`src/rtl/sfm_pkg.sv`:
```
package sfm_pkg;
   typedef enum logic [1:0] {
      ST_IDLE,
      ST_REQ,
      ST_XFER,
      ST_TAIL
   } sfm_state_e;

   localparam logic [1:0] DIV_BY2 = 2'd0;
   localparam logic [1:0] DIV_BY4 = 2'd1;
   localparam int MAX_HALF = 2;
   localparam int HC_W = (MAX_HALF > 1) ? $clog2(MAX_HALF) : 1;

   function automatic logic div_legal(input logic [1:0] code);
      return (code == DIV_BY2) || (code == DIV_BY4);
   endfunction

   function automatic logic [HC_W-1:0] half_limit(input logic [1:0] code);
      return (code == DIV_BY4) ? HC_W'(1) : HC_W'(0);
   endfunction
endpackage

```
`src/rtl/sfm_sclk_gen.sv`:
```
module sfm_sclk_gen
   import sfm_pkg::*;
#(
   parameter int WORD_W = 8
) (
   input  logic            clk,
   input  logic            rst_n,
   input  logic            run,
   input  logic            cpol,
   input  logic [HC_W-1:0] half_lim,
   output logic            sclk,
   output logic            tick,
   output logic            lead,
   output logic            last
);
   localparam int EDGES = 2 * WORD_W;
   localparam int EC_W = $clog2(EDGES);

   logic [HC_W-1:0] hcnt;
   logic [EC_W-1:0] ecnt;

   assign tick = run && (hcnt == half_lim);
   assign lead = ~ecnt[0];
   assign last = (ecnt == EC_W'(EDGES - 1));

   always_ff @(posedge clk or negedge rst_n) begin
      if (!rst_n) begin
         hcnt <= '0;
         ecnt <= '0;
         sclk <= 1'b0;
      end else if (!run) begin
         hcnt <= '0;
         ecnt <= '0;
         sclk <= cpol;
      end else if (tick) begin
         hcnt <= '0;
         ecnt <= last ? '0 : ecnt + 1'b1;
         sclk <= ~sclk;
      end else begin
         hcnt <= hcnt + 1'b1;
      end
   end
endmodule

```
`src/rtl/sfm_shifter.sv`:
```
module sfm_shifter #(
   parameter int WORD_W = 8
) (
   input  logic              clk,
   input  logic              rst_n,
   input  logic              load,
   input  logic [WORD_W-1:0] word,
   input  logic              cpha,
   input  logic              tick,
   input  logic              lead,
   input  logic              last,
   input  logic              miso,
   output logic              mosi,
   output logic [WORD_W-1:0] rx_data,
   output logic              rx_valid
);
   logic [WORD_W-1:0] tx_sh;
   logic [WORD_W-1:0] rx_sh;
   logic [WORD_W-1:0] rx_next;
   logic              do_sample;
   logic              do_shift;

   assign do_sample = tick && (lead ^ cpha);
   assign do_shift  = tick && !(lead ^ cpha);
   assign rx_next   = {rx_sh[WORD_W-2:0], miso};

   always_ff @(posedge clk or negedge rst_n) begin
      if (!rst_n) begin
         tx_sh    <= '0;
         rx_sh    <= '0;
         mosi     <= 1'b0;
         rx_data  <= '0;
         rx_valid <= 1'b0;
      end else begin
         rx_valid <= tick && last;
         if (load) begin
            if (!cpha) begin
               mosi  <= word[WORD_W-1];
               tx_sh <= {word[WORD_W-2:0], 1'b0};
            end else begin
               tx_sh <= word;
            end
         end else if (do_shift) begin
            mosi  <= tx_sh[WORD_W-1];
            tx_sh <= {tx_sh[WORD_W-2:0], 1'b0};
         end
         if (do_sample) rx_sh <= rx_next;
         if (tick && last) rx_data <= do_sample ? rx_next : rx_sh;
      end
   end
endmodule

```
`src/rtl/sfm_ss_decode.sv`:
```
module sfm_ss_decode #(
   parameter int NUM_SS = 3,
   parameter int SS_W = 2
) (
   input  logic [SS_W-1:0]   sel,
   input  logic              active,
   output logic [NUM_SS-1:0] ss_n
);
   for (genvar g = 0; g < NUM_SS; g++) begin : g_line
      assign ss_n[g] = !(active && (sel == SS_W'(g)));
   end
endmodule

```
`src/rtl/spi_fifo_master.sv`:
```
module spi_fifo_master
   import sfm_pkg::*;
#(
   parameter int WORD_W = 8,
   parameter int NUM_SS = 3,
   parameter int FIFO_WAIT = 16,
   localparam int SS_W = (NUM_SS > 1) ? $clog2(NUM_SS) : 1
) (
   input  logic              clk,
   input  logic              rst_n,
   input  logic              cfg_we,
   input  logic              cfg_cpol,
   input  logic              cfg_cpha,
   input  logic [1:0]        cfg_div,
   input  logic [SS_W-1:0]   cfg_slave,
   input  logic              start,
   output logic              busy,
   output logic              cfg_err,
   output logic              fifo_err,
   output logic              fifo_req,
   input  logic              fifo_valid,
   input  logic              fifo_empty,
   input  logic [WORD_W-1:0] fifo_data,
   output logic [WORD_W-1:0] rx_data,
   output logic              rx_valid,
   output logic              sclk,
   output logic              mosi,
   input  logic              miso,
   output logic [NUM_SS-1:0] ss_n
);
   localparam int WT_W = $clog2(FIFO_WAIT + 1);
   localparam logic [SS_W:0] SS_CNT = (SS_W+1)'(NUM_SS);

   if (WORD_W < 2) begin : g_bad_word
      $error("WORD_W must be at least 2");
   end
   if (FIFO_WAIT < 1) begin : g_bad_wait
      $error("FIFO_WAIT must be at least 1");
   end
   if (NUM_SS < 1) begin : g_bad_ss
      $error("NUM_SS must be at least 1");
   end

   sfm_state_e      state;
   logic            cpol_q, cpha_q;
   logic [1:0]      div_q;
   logic [SS_W-1:0] sel_q;
   logic            cfg_err_q, fifo_err_q, ss_act;
   logic [WT_W-1:0] wcnt;
   logic [HC_W-1:0] tcnt;
   logic [HC_W-1:0] half_lim;
   logic            cfg_ok, load, run, tick, lead, last;

   assign cfg_ok   = div_legal(cfg_div) && ({1'b0, cfg_slave} < SS_CNT);
   assign half_lim = half_limit(div_q);
   assign run      = (state == ST_XFER);
   assign load     = (state == ST_REQ) && fifo_valid;
   assign fifo_req = (state == ST_REQ);
   assign busy     = (state != ST_IDLE);
   assign cfg_err  = cfg_err_q;
   assign fifo_err = fifo_err_q;

   always_ff @(posedge clk or negedge rst_n) begin
      if (!rst_n) begin
         cpol_q    <= 1'b0;
         cpha_q    <= 1'b0;
         div_q     <= DIV_BY2;
         sel_q     <= '0;
         cfg_err_q <= 1'b0;
      end else if (cfg_we && state == ST_IDLE) begin
         if (cfg_ok) begin
            cpol_q    <= cfg_cpol;
            cpha_q    <= cfg_cpha;
            div_q     <= cfg_div;
            sel_q     <= cfg_slave;
            cfg_err_q <= 1'b0;
         end else begin
            cfg_err_q <= 1'b1;
         end
      end
   end

   always_ff @(posedge clk or negedge rst_n) begin
      if (!rst_n) begin
         state      <= ST_IDLE;
         wcnt       <= '0;
         tcnt       <= '0;
         ss_act     <= 1'b0;
         fifo_err_q <= 1'b0;
      end else begin
         unique case (state)
            ST_IDLE: if (start && !cfg_err_q) begin
               state      <= ST_REQ;
               wcnt       <= '0;
               fifo_err_q <= 1'b0;
            end
            ST_REQ: begin
               tcnt <= '0;
               if (fifo_valid) begin
                  state  <= ST_XFER;
                  ss_act <= 1'b1;
                  wcnt   <= '0;
               end else if (fifo_empty) begin
                  state <= ST_TAIL;
               end else if (wcnt == WT_W'(FIFO_WAIT - 1)) begin
                  state      <= ST_TAIL;
                  fifo_err_q <= 1'b1;
               end else begin
                  wcnt <= wcnt + 1'b1;
               end
            end
            ST_XFER: if (tick && last) begin
               state <= ST_REQ;
               wcnt  <= '0;
            end
            ST_TAIL: begin
               if (tcnt == half_lim) begin
                  state  <= ST_IDLE;
                  ss_act <= 1'b0;
               end else begin
                  tcnt <= tcnt + 1'b1;
               end
            end
            default: state <= ST_IDLE;
         endcase
      end
   end

   sfm_sclk_gen #(.WORD_W(WORD_W)) u_clk (
      .clk(clk), .rst_n(rst_n), .run(run), .cpol(cpol_q), .half_lim(half_lim),
      .sclk(sclk), .tick(tick), .lead(lead), .last(last)
   );

   sfm_shifter #(.WORD_W(WORD_W)) u_shift (
      .clk(clk), .rst_n(rst_n), .load(load), .word(fifo_data), .cpha(cpha_q),
      .tick(tick), .lead(lead), .last(last), .miso(miso),
      .mosi(mosi), .rx_data(rx_data), .rx_valid(rx_valid)
   );

   sfm_ss_decode #(.NUM_SS(NUM_SS), .SS_W(SS_W)) u_ss (
      .sel(sel_q), .active(ss_act), .ss_n(ss_n)
   );
endmodule

```
`config.mk`:
```
export PLATFORM = sky130hd
export DESIGN_NAME = spi_fifo_master
export DESIGN_NICKNAME = d
export VERILOG_FILES = /design/src/rtl/sfm_pkg.sv /design/src/rtl/sfm_sclk_gen.sv /design/src/rtl/sfm_shifter.sv /design/src/rtl/sfm_ss_decode.sv /design/src/rtl/spi_fifo_master.sv
export SDC_FILE = /design/constraint.sdc
export NUM_CORES = 1
export LEC_CHECK = 0
export ABC_CLOCK_PERIOD_IN_PS = 1700
export BUFFER_PORTS_ARGS = -buffer_cell sky130_fd_sc_hd__buf_2
export CAP_MARGIN = 20
export CORE_UTILIZATION = 30
export CTS_BUF_LIST = sky130_fd_sc_hd__clkbuf_4 sky130_fd_sc_hd__clkbuf_8
export DETAILED_ROUTE_END_ITERATION = 6
export GPL_ROUTABILITY_DRIVEN = 0
export PLACE_DENSITY = 0.52
export SYNTH_ARGS = -nofsm -noshare
export SYNTH_HDL_FRONTEND = slang
export SYNTH_SLANG_ARGS = --single-unit
```
`constraint.sdc`:
```
create_clock -name clk -period 1.7 [get_ports clk]
set_input_delay 0.17 -clock clk [delete_from_list [all_inputs] [get_ports clk]]
set_output_delay 0.17 -clock clk [all_outputs]
set_load 0.005 [all_outputs]
```
**After elaboration in Yosys (flattened, before gate mapping)**

Index checks and enable logic that the tools add are counted.
Widths: inputs -> output; s select.

- Add/subtract/negate cells: 4
- $lt $le $gt $ge: 1
- Equality and inequality tests: 24
- Multiplexer cells: 39
- Bitwise operators: 3
- Reductions and logical operators: 32

Operators by type and width:

| kind | count |
|---|---|
| $mux 8 | 4 |
| $mux 5 | 5 |
| $mux 1 | 16 |
| $pmux 5 s3 | 1 |
| $mux 2 | 6 |
| $mux 4 | 3 |
| $ne 2x2->1 const B | 6 |
| $logic_and 1x1->1 | 11 |
| $reduce_and 5->1 | 2 |
| $eq 2x1->1 const B | 4 |
| $ne 2x1->1 const B | 4 |
| $pmux 2 s4 | 1 |
| $reduce_bool 2->1 | 4 |
| $eq 2x2->1 const B | 3 |
| $logic_not 2->1 | 3 |
| $ne 3x3->1 const B | 2 |
| $pmux 1 s2 | 3 |
| $reduce_and 2->1 | 3 |
| $add 5x1->5 const B | 1 |
| $eq 5x4->1 const B | 1 |
| $logic_not 1->1 | 5 |
| $add 4x1->4 const B | 1 |
| $eq 4x4->1 const B | 1 |
| $ne 4x1->1 const B | 1 |
| other kinds (9) | 12 |

- Bits in registers: 49
- Input port bits: 21
- Output and inout port bits: 18
- Logic and storage cells: 121

**Depth between registers and ports, before layout**

Gate-level depths: netlist of the first run.

- Depth in word-level cells: 7
- Mapped depth: 8

**By module**

From an unflattened synthesis of the first run, not the netlist that was laid out.

- Cell total of the unflattened synthesis: 221
- Area, all modules: 2486.1 µm²

By module, submodules not included:

| module | instances | cells an instance | area an instance (µm²) | sequential area each (µm²) |
|---|---|---|---|---|
| sfm_shifter | 1 | 107 | 1263.7 | 650.6 |
| spi_fifo_master | 1 | 80 | 897.1 | 425.4 |
| sfm_sclk_gen | 1 | 31 | 301.5 | 150.1 |
| sfm_ss_decode | 1 | 3 | 23.8 | 0.0 |

**Worst setup path before layout of the first run**

No wires, ideal clock.

- Kind: register to register
- From: register div_q[1]
- To: register u_shift.rx_data[0]
- Setup time: 125 ps
- Arrival time: 1705 ps
- Path slack: -130 ps
- Cell stages (with the launch flop): 7
- Path buffers: 1
- Period minus slack after synthesis: 1830 ps
- Cells stage by stage: dfrtp_1 > nand2b_1 > buf_6 > xnor2_2 > or3_1 > inv_2 > mux2_4

- Longest elaborated chain between the ends: 6
- Elaborated cells between the ends (all ways): 7

RTL lines:

| element | line | RTL |
|---|---|---|
| from (decl) | spi_fifo_master.sv:46 | `logic [1:0] div_q;` |
| from (signal assigned) | spi_fifo_master.sv:74 | `div_q <= cfg_div;` |
| $eq 2x1->1 (*) | sfm_pkg.sv:19 | `return (code == DIV_BY4) ? HC_W'(1) : HC_W'(0);` |
| $mux 1 (*) | sfm_pkg.sv:19 |  |
| $eq 1x1->1 (*) | sfm_sclk_gen.sv:22 | `assign tick = run && (hcnt == half_lim);` |
| $logic_and 1x1->1 (*) | sfm_sclk_gen.sv:22 |  |
| $logic_and 1x1->1 | sfm_shifter.sv:23 | `assign do_sample = tick && (lead ^ cpha);` |
| $mux 8 | sfm_shifter.sv:48 | `if (tick && last) rx_data <= do_sample ? rx_next : rx_sh;` |
| to (signal assigned) | sfm_shifter.sv:48 |  |
| to (decl) | sfm_shifter.sv:14 | `output logic [WORD_W-1:0] rx_data,` |

Mark *: on every way between the ends. The rest lies on a longest branch, timed or not.
A chain may end at the register's enable or synchronous reset.

**Final worst setup path of the first run**

- From: register div_q[1]
- To: register u_shift.rx_data[3]

Same word-level chain as after synthesis.

==> results of run 1 <==
-- through the flow --
step | power [W] | util | instance area (um2) | std cells
floorplan | 0.00304 | - | 2370 | 207
global placement | 0.00370 | 0.381 | 2810 | 359
detailed placement | 0.00372 | 0.381 | 2810 | 359
CTS | 0.00449 | 0.398 | 2930 | 369
global route | 0.00478 | 0.403 | 2970 | 370
finish | 0.00445 | 0.403 | 2970 | 370
-- kinds of logic (layout without fill, tap and decap cells) --
| kind of cell | Yosys count | count (layout) | share of synthesized area |
|---|---|---|---|
| multiplexers | 30 | 30 | 0.154 |
| AO/OA/AOI/OAI | 43 | 43 | 0.110 |
| AND/OR/NAND/NOR | 61 | 61 | 0.134 |
| flip-flops | 49 | 49 | 0.528 |
| adder cells (fa/ha/maj) | 3 | 3 | 0.0162 |
| buffers and inverters | 15 | 79 | 0.0291 |
| XOR/XNOR | 6 | 6 | 0.0291 |
-- cell type report --
cell class,instances,area (um2)
sequential,49,1230
multi-input combinational,143,1100
clock buffer,5,68.8
timing repair buffer,63,384
clock inverter,3,25.0
tap,99,124
inverter,8,37.5
fill,751,4400
-- per-layer routing --
layer  vias up  share of wire  global-route usage
li1        849              -                   -
met1       781           0.50               0.153
met2        26           0.46               0.181
met3         2          0.039              0.0330
met4         0         0.0061              0.0323
met5         -              0                   0
-- Yosys cell counts (2+ instances only) --
cell type / n
nor3_1: 2
or3_1: 2
nand2_1: 26
nor2_1: 10
nor3b_1: 2
ha_1: 3
mux2i_1: 9
clkbuf_1: 2
mux2_4: 8
buf_2: 3
a21oi_1: 11
a31oi_1: 3
o21ai_0: 20
nand2b_1: 3
inv_1: 7
dfrtp_1: 49
nand3b_1: 3
nand3_1: 6
mux2_2: 13
xnor2_1: 3
-- state kept, by name, indices dropped and copies added, names as in the netlist --
| name | cells |
|---|---|
| state | 2 |
| u_clk.sclk | 1 |
| cpol_q | 1 |
| cpha_q | 1 |
| ss_act | 1 |
| u_shift.rx_sh | 8 |
| sel_q | 2 |
| u_shift.rx_valid | 1 |
| u_shift.rx_data | 8 |
| u_clk.ecnt | 4 |
| u_clk.hcnt | 1 |
| u_shift.mosi | 1 |
| tcnt | 1 |
| wcnt | 5 |
| fifo_err | 1 |
| cfg_err | 1 |
| div_q | 2 |
| u_shift.tx_sh | 8 |
-- final timing paths --
| check | startpoint | end |
|---|---|---|
| setup / recovery | div_q[1]$_DFFE_PN0P_ | u_shift.rx_data[3]$_DFFE_PN0P_ |
| hold / removal | cfg_we | cfg_err$_DFFE_PN0P_ |
| setup reg to reg | div_q[1]$_DFFE_PN0P_ | u_shift.rx_data[3]$_DFFE_PN0P_ |
| hold reg to reg | u_clk.ecnt[3]$_DFFE_PN0P_ | u_clk.ecnt[3]$_DFFE_PN0P_ |
| max in group asynchronous | rst_n | wcnt[0]$_DFFE_PN0P_ |
| min in group asynchronous | rst_n | u_shift.tx_sh[3]$_DFFE_PN0P_ |
-- power by group through the flow --
| stage | Combinational, W | Sequential (W) | Clock, W |
|---|---|---|---|
| 4_1_cts | 0.00198 | 0.00175 | 0.000761 |
| 6_report | 0.00197 | 0.00175 | 0.000726 |
| 5_1_grt | 0.00218 | 0.00180 | 0.000798 |
| 2_1_floorplan | 0.00133 | 0.00171 | 0 |
| 3_5_place_dp | 0.00195 | 0.00177 | 0 |
| 3_3_place_gp | 0.00194 | 0.00176 | 0 |
-- worst max-delay path, stage by stage (launching register included) --
cell and delay [ns]:
dfrtp_1 0.39, nand2b_4 0.19, xor2_4 0.17, nand4b_4 0.21, mux2_2 0.35, mux2_4 0.26
-- what timing repair did --
action                                  4_1_cts  5_1_grt
hold buffers                                  1        0
endpoints found under the hold margin        16        0
pin swaps                                     3        3
endpoints found under the setup margin        9       14
gates cloned                                  0        0
gates resized for setup                       2       10
buffers inserted                              1        1
==> metrics.cfg, run 1 <==
[clock_network]
cts_made_buffers = 5
htree_num_levels = 2
clkLatencyLatePin_ns = 0.30
cts_root_buf = clkbuf_8
cts_tree = yes
path_clk_slew_ns = 0.10
cts.sinks = 49
max-clock-path-buffers = 2

[worst_setup_path]
rr_worst_depth = 5
end_kind = register
crit_path_start_kind = register
critPathKind = reg -> reg
cp_data_required_time_ns = 1.90
ff2ff_setup_slack_ns = 0.03
worstPathArrival_ns = 1.87
critPathMaxFanout = 8

[grt]
grt_use_total = 0.115
grt.overflow.total = 0
grt_pass1_vias = 1650
grt_max_degree = 19
grt_pass1_wl_um = 7580
antenna_found_initial = 0

[run]
maxCapViolations = 0

[yosys]
postSynthCellCount = 207
yosysTopAreaCell = dfrtp_1
ys_warn_count = 0
synth_edf_count = 0
ys.flop_type = dfrtp_1
synth_top_area_share = 0.528
synth_area_leaders = dfrtp_1, mux2_2, mux2_4
synth-async-reset-ratio = 1.00
yosysSeqAreaShare = 0.528
synth_seq_cells = 49
avgSynthCellArea_um2 = 11.2
synth_cell_type_count = 42
netlist_area_um2 = 2320
synthesis.nets = 231

[placement]
port_buffers = 38
dp_slack_ns = -0.0305
dp_hpwl_um = 3130

[power]
p_int_w = 0.00284
comb_power_share = 0.443
peakVddDrop_uv = 820
power.switching_w = 0.00161
leakage_nw = 1.39
swShare = 0.362
power.density_nw_per_um2 = 1500
p_seq_frac = 0.393
clockPowerShare = 0.163

[timing]
fin_ws_ns = 0.0311
max_freq_ghz = 0.599
whs_ns = 0.0684
min_period_ns = 1.67
tns_ns = 0
hold_violations = 0
finClkSkew_ns = 0.00523
rsz0062_at_grt = true
drv_slew = 0
finalCritPeriodShare = 0.982
max-slew-margin-rel = 0.727
setup_violations = 0
tightest_slew_ns = 0.409

[routing]
routed_wl_um = 4290
viasPerCell = 4.48
detail_route.wl_per_cell_um = 11.6
vias = 1658
detail-route-antenna-nets = 0
drt_iter0_markers = 24
first_pass_iters = 4
drcViolationCount = 0

[die]
pin_count = 39
initial_core_util = 0.315
die_area_um2 = 8090
core.rowCount = 31
die_w_um = 90.0
chipHeight_um = 90.0
core-area_um2 = 7370

[finish]
final_common_cell = dfrtp_1
final_cell_mix = dfrtp_1, buf_2, nand2_1, buf_4, o21ai_0
syn_to_final_growth_pct = 28.1
nets = 294
antenna_cells = 0
final_layout_size_suffix_gt1_frac = 0.406

[run_status]
outcome = finished clean

[min_path]
whs_path_depth = 2
hold_class = in -> reg

(Power assumes the default switching activity.)
==> run 2: changes to the inputs <==
--- a/config.mk
+++ b/config.mk
@@ -7,12 +7,13 @@
 export LEC_CHECK = 0
 export ABC_CLOCK_PERIOD_IN_PS = 1700
 export BUFFER_PORTS_ARGS = -buffer_cell sky130_fd_sc_hd__buf_2
-export CAP_MARGIN = 20
+export CAP_MARGIN = 15
 export CORE_UTILIZATION = 30
 export CTS_BUF_LIST = sky130_fd_sc_hd__clkbuf_4 sky130_fd_sc_hd__clkbuf_8
 export DETAILED_ROUTE_END_ITERATION = 6
 export GPL_ROUTABILITY_DRIVEN = 0
 export PLACE_DENSITY = 0.52
+export SETUP_SLACK_MARGIN = 0.05
 export SYNTH_ARGS = -nofsm -noshare
 export SYNTH_HDL_FRONTEND = slang
 export SYNTH_SLANG_ARGS = --single-unit
==> metrics.cfg, run 2 (same netlist as run 1, synthesis figures left out) <==
[worst_setup_path]
cp_data_required_time_ns = 1.89
crit_path_start_kind = register
critPathKind = reg -> reg
worstPathArrival_ns = 1.86
critPathMaxFanout = 8
end_kind = register

[timing]
rsz0062_at_grt = true
max-slew-margin-rel = 0.639
finClkSkew_ns = 0.00294
max_freq_ghz = 0.597
setup_violations = 0
tightest_slew_ns = 0.541
hold_violations = 0
min_period_ns = 1.68
drv_slew = 0
finalCritPeriodShare = 0.986

[die]
core-area_um2 = 7370
core.rowCount = 31
initial_core_util = 0.315
die_w_um = 90.0
die_area_um2 = 8090
pin_count = 39
chipHeight_um = 90.0

[routing]
detail_route.wl_per_cell_um = 12.2
viasPerCell = 4.54
vias = 1694
detail-route-antenna-nets = 0
drt_iter0_markers = 32
first_pass_iters = 4
drcViolationCount = 0
routed_wl_um = 4550

[finish]
nets = 297
num-fill-cells = 748
final_cell_mix = dfrtp_1, buf_2, nand2_1, buf_4, o21ai_0
top_regs = u_shift.rx_data x8, u_shift.rx_sh x8, u_shift.tx_sh x8
final_layout_size_suffix_gt1_frac = 0.423
finalCoreUtilization = 0.411
syn_to_final_growth_pct = 30.5
antenna_cells = 0
final_common_cell = dfrtp_1

[grt]
grt_pass1_vias = 1681
grt.overflow.total = 0
antenna_found_initial = 0
grt_pass1_wl_um = 7760
grt_use_total = 0.119
grt_max_degree = 29

[placement]
port_buffers = 38
dp_hpwl_um = 3210

[power]
power.density_nw_per_um2 = 1490
leakage_nw = 1.41
finalPower_w = 0.00451
peakVddDrop_uv = 525

[clock_network]
path_clk_slew_ns = 0.09
cts_tree = yes
cts_root_buf = clkbuf_8
cts_made_buffers = 5
clkLatencyLatePin_ns = 0.30
htree_num_levels = 2
max-clock-path-buffers = 2
cts.sinks = 49

[min_path]
hold_class = in -> reg

[run_status]
outcome = finished clean

[run]
maxCapViolations = 0

==> run 2: repair_timing <==
| action | CTS | global route |
|---|---|---|
| setup buffers | 3 | 0 |
| pin swaps | 3 | 4 |
| cloned | 1 | 1 |
| endpoints found under the hold margin | 21 | 0 |
| resized for setup | 8 | 6 |
| endpoints found under the setup margin | 12 | 15 |
| hold buffers | 1 | 0 |
==> run 2: metrics by stage <==
stage / setup TNS [ns] / setup slack (ns) / cell area [um2] / instances / hold slack [ns]
after global routing: -0.397 / -0.0574 / 3030 / 373 / 0.0644
after detailed placement: -0.183 / -0.0269 / 2830 / 359 / 0.195
final: 0 / 0.0236 / 3030 / 373 / 0.0818
after floorplan: -0.0760 / -0.00950 / 2370 / 207 / -0.126
after global placement: -0.117 / -0.0204 / 2830 / 359 / 0.196
after CTS: -0.00162 / -0.00162 / 2990 / 372 / 0.0620
==> run 2: per-layer routing <==
| layer | GRT usage | share of wire | vias up |
|---|---|---|---|
| met3 | 0.0355 | 0.036 | 5 |
| li1 | - | - | 857 |
| met5 | 0 | 0 | - |
| met2 | 0.190 | 0.46 | 24 |
| met1 | 0.157 | 0.49 | 808 |
| met4 | 0.0363 | 0.012 | 0 |
==> run 2: area by class of cell <==
class / count / area (um2) / share of cell area
clock inverter: 2 / 15.0 / 0.00496
clock buffer: 6 / 76.3 / 0.0252
timing repair inverter: 1 / 6.26 / 0.00207
timing repair buffer: 65 / 415 / 0.137
inverter: 8 / 37.5 / 0.0124
sequential: 49 / 1230 / 0.406
tap: 99 / 124 / 0.0409
multi-input combinational: 143 / 1120 / 0.371
==> run 2: worst paths after layout <==
path / startpoint / endpoint / slack, ns / cells past startpoint
worst min register to register: u_shift.tx_sh[1]$_DFFE_PN0P_ / u_shift.tx_sh[1]$_DFFE_PN0P_ / 0.48 / 2
worst max-delay path: div_q[1]$_DFFE_PN0P_ / u_shift.rx_data[6]$_DFFE_PN0P_ / 0.02 / 5
worst max register to register: div_q[1]$_DFFE_PN0P_ / u_shift.rx_data[6]$_DFFE_PN0P_ / 0.02 / 5
min in group asynchronous: rst_n / wcnt[0]$_DFFE_PN0P_ / 0.39 / 2
max in group asynchronous: rst_n / u_shift.rx_sh[1]$_DFF_PN0_ / 0.79 / 3
worst min-delay path: cfg_we / cfg_err$_DFFE_PN0P_ / 0.08 / 2
==> run 2: worst max-delay path, stage by stage, from the launching register on <==
cell      delay (ns)
dfrtp_1         0.38
nand2b_4        0.19
xor2_4          0.17
nand4b_4        0.21
mux2_4          0.36
mux2_4          0.25
==> run 2: power breakdown <==
part	leakage [nW]	internal (W)	switching, W
logic	0.731	0.00110	0.000973
registers	0.634	0.00151	0.000246
clock network	0.0408	0.000306	0.000384
total	1.41	0.00291	0.00160
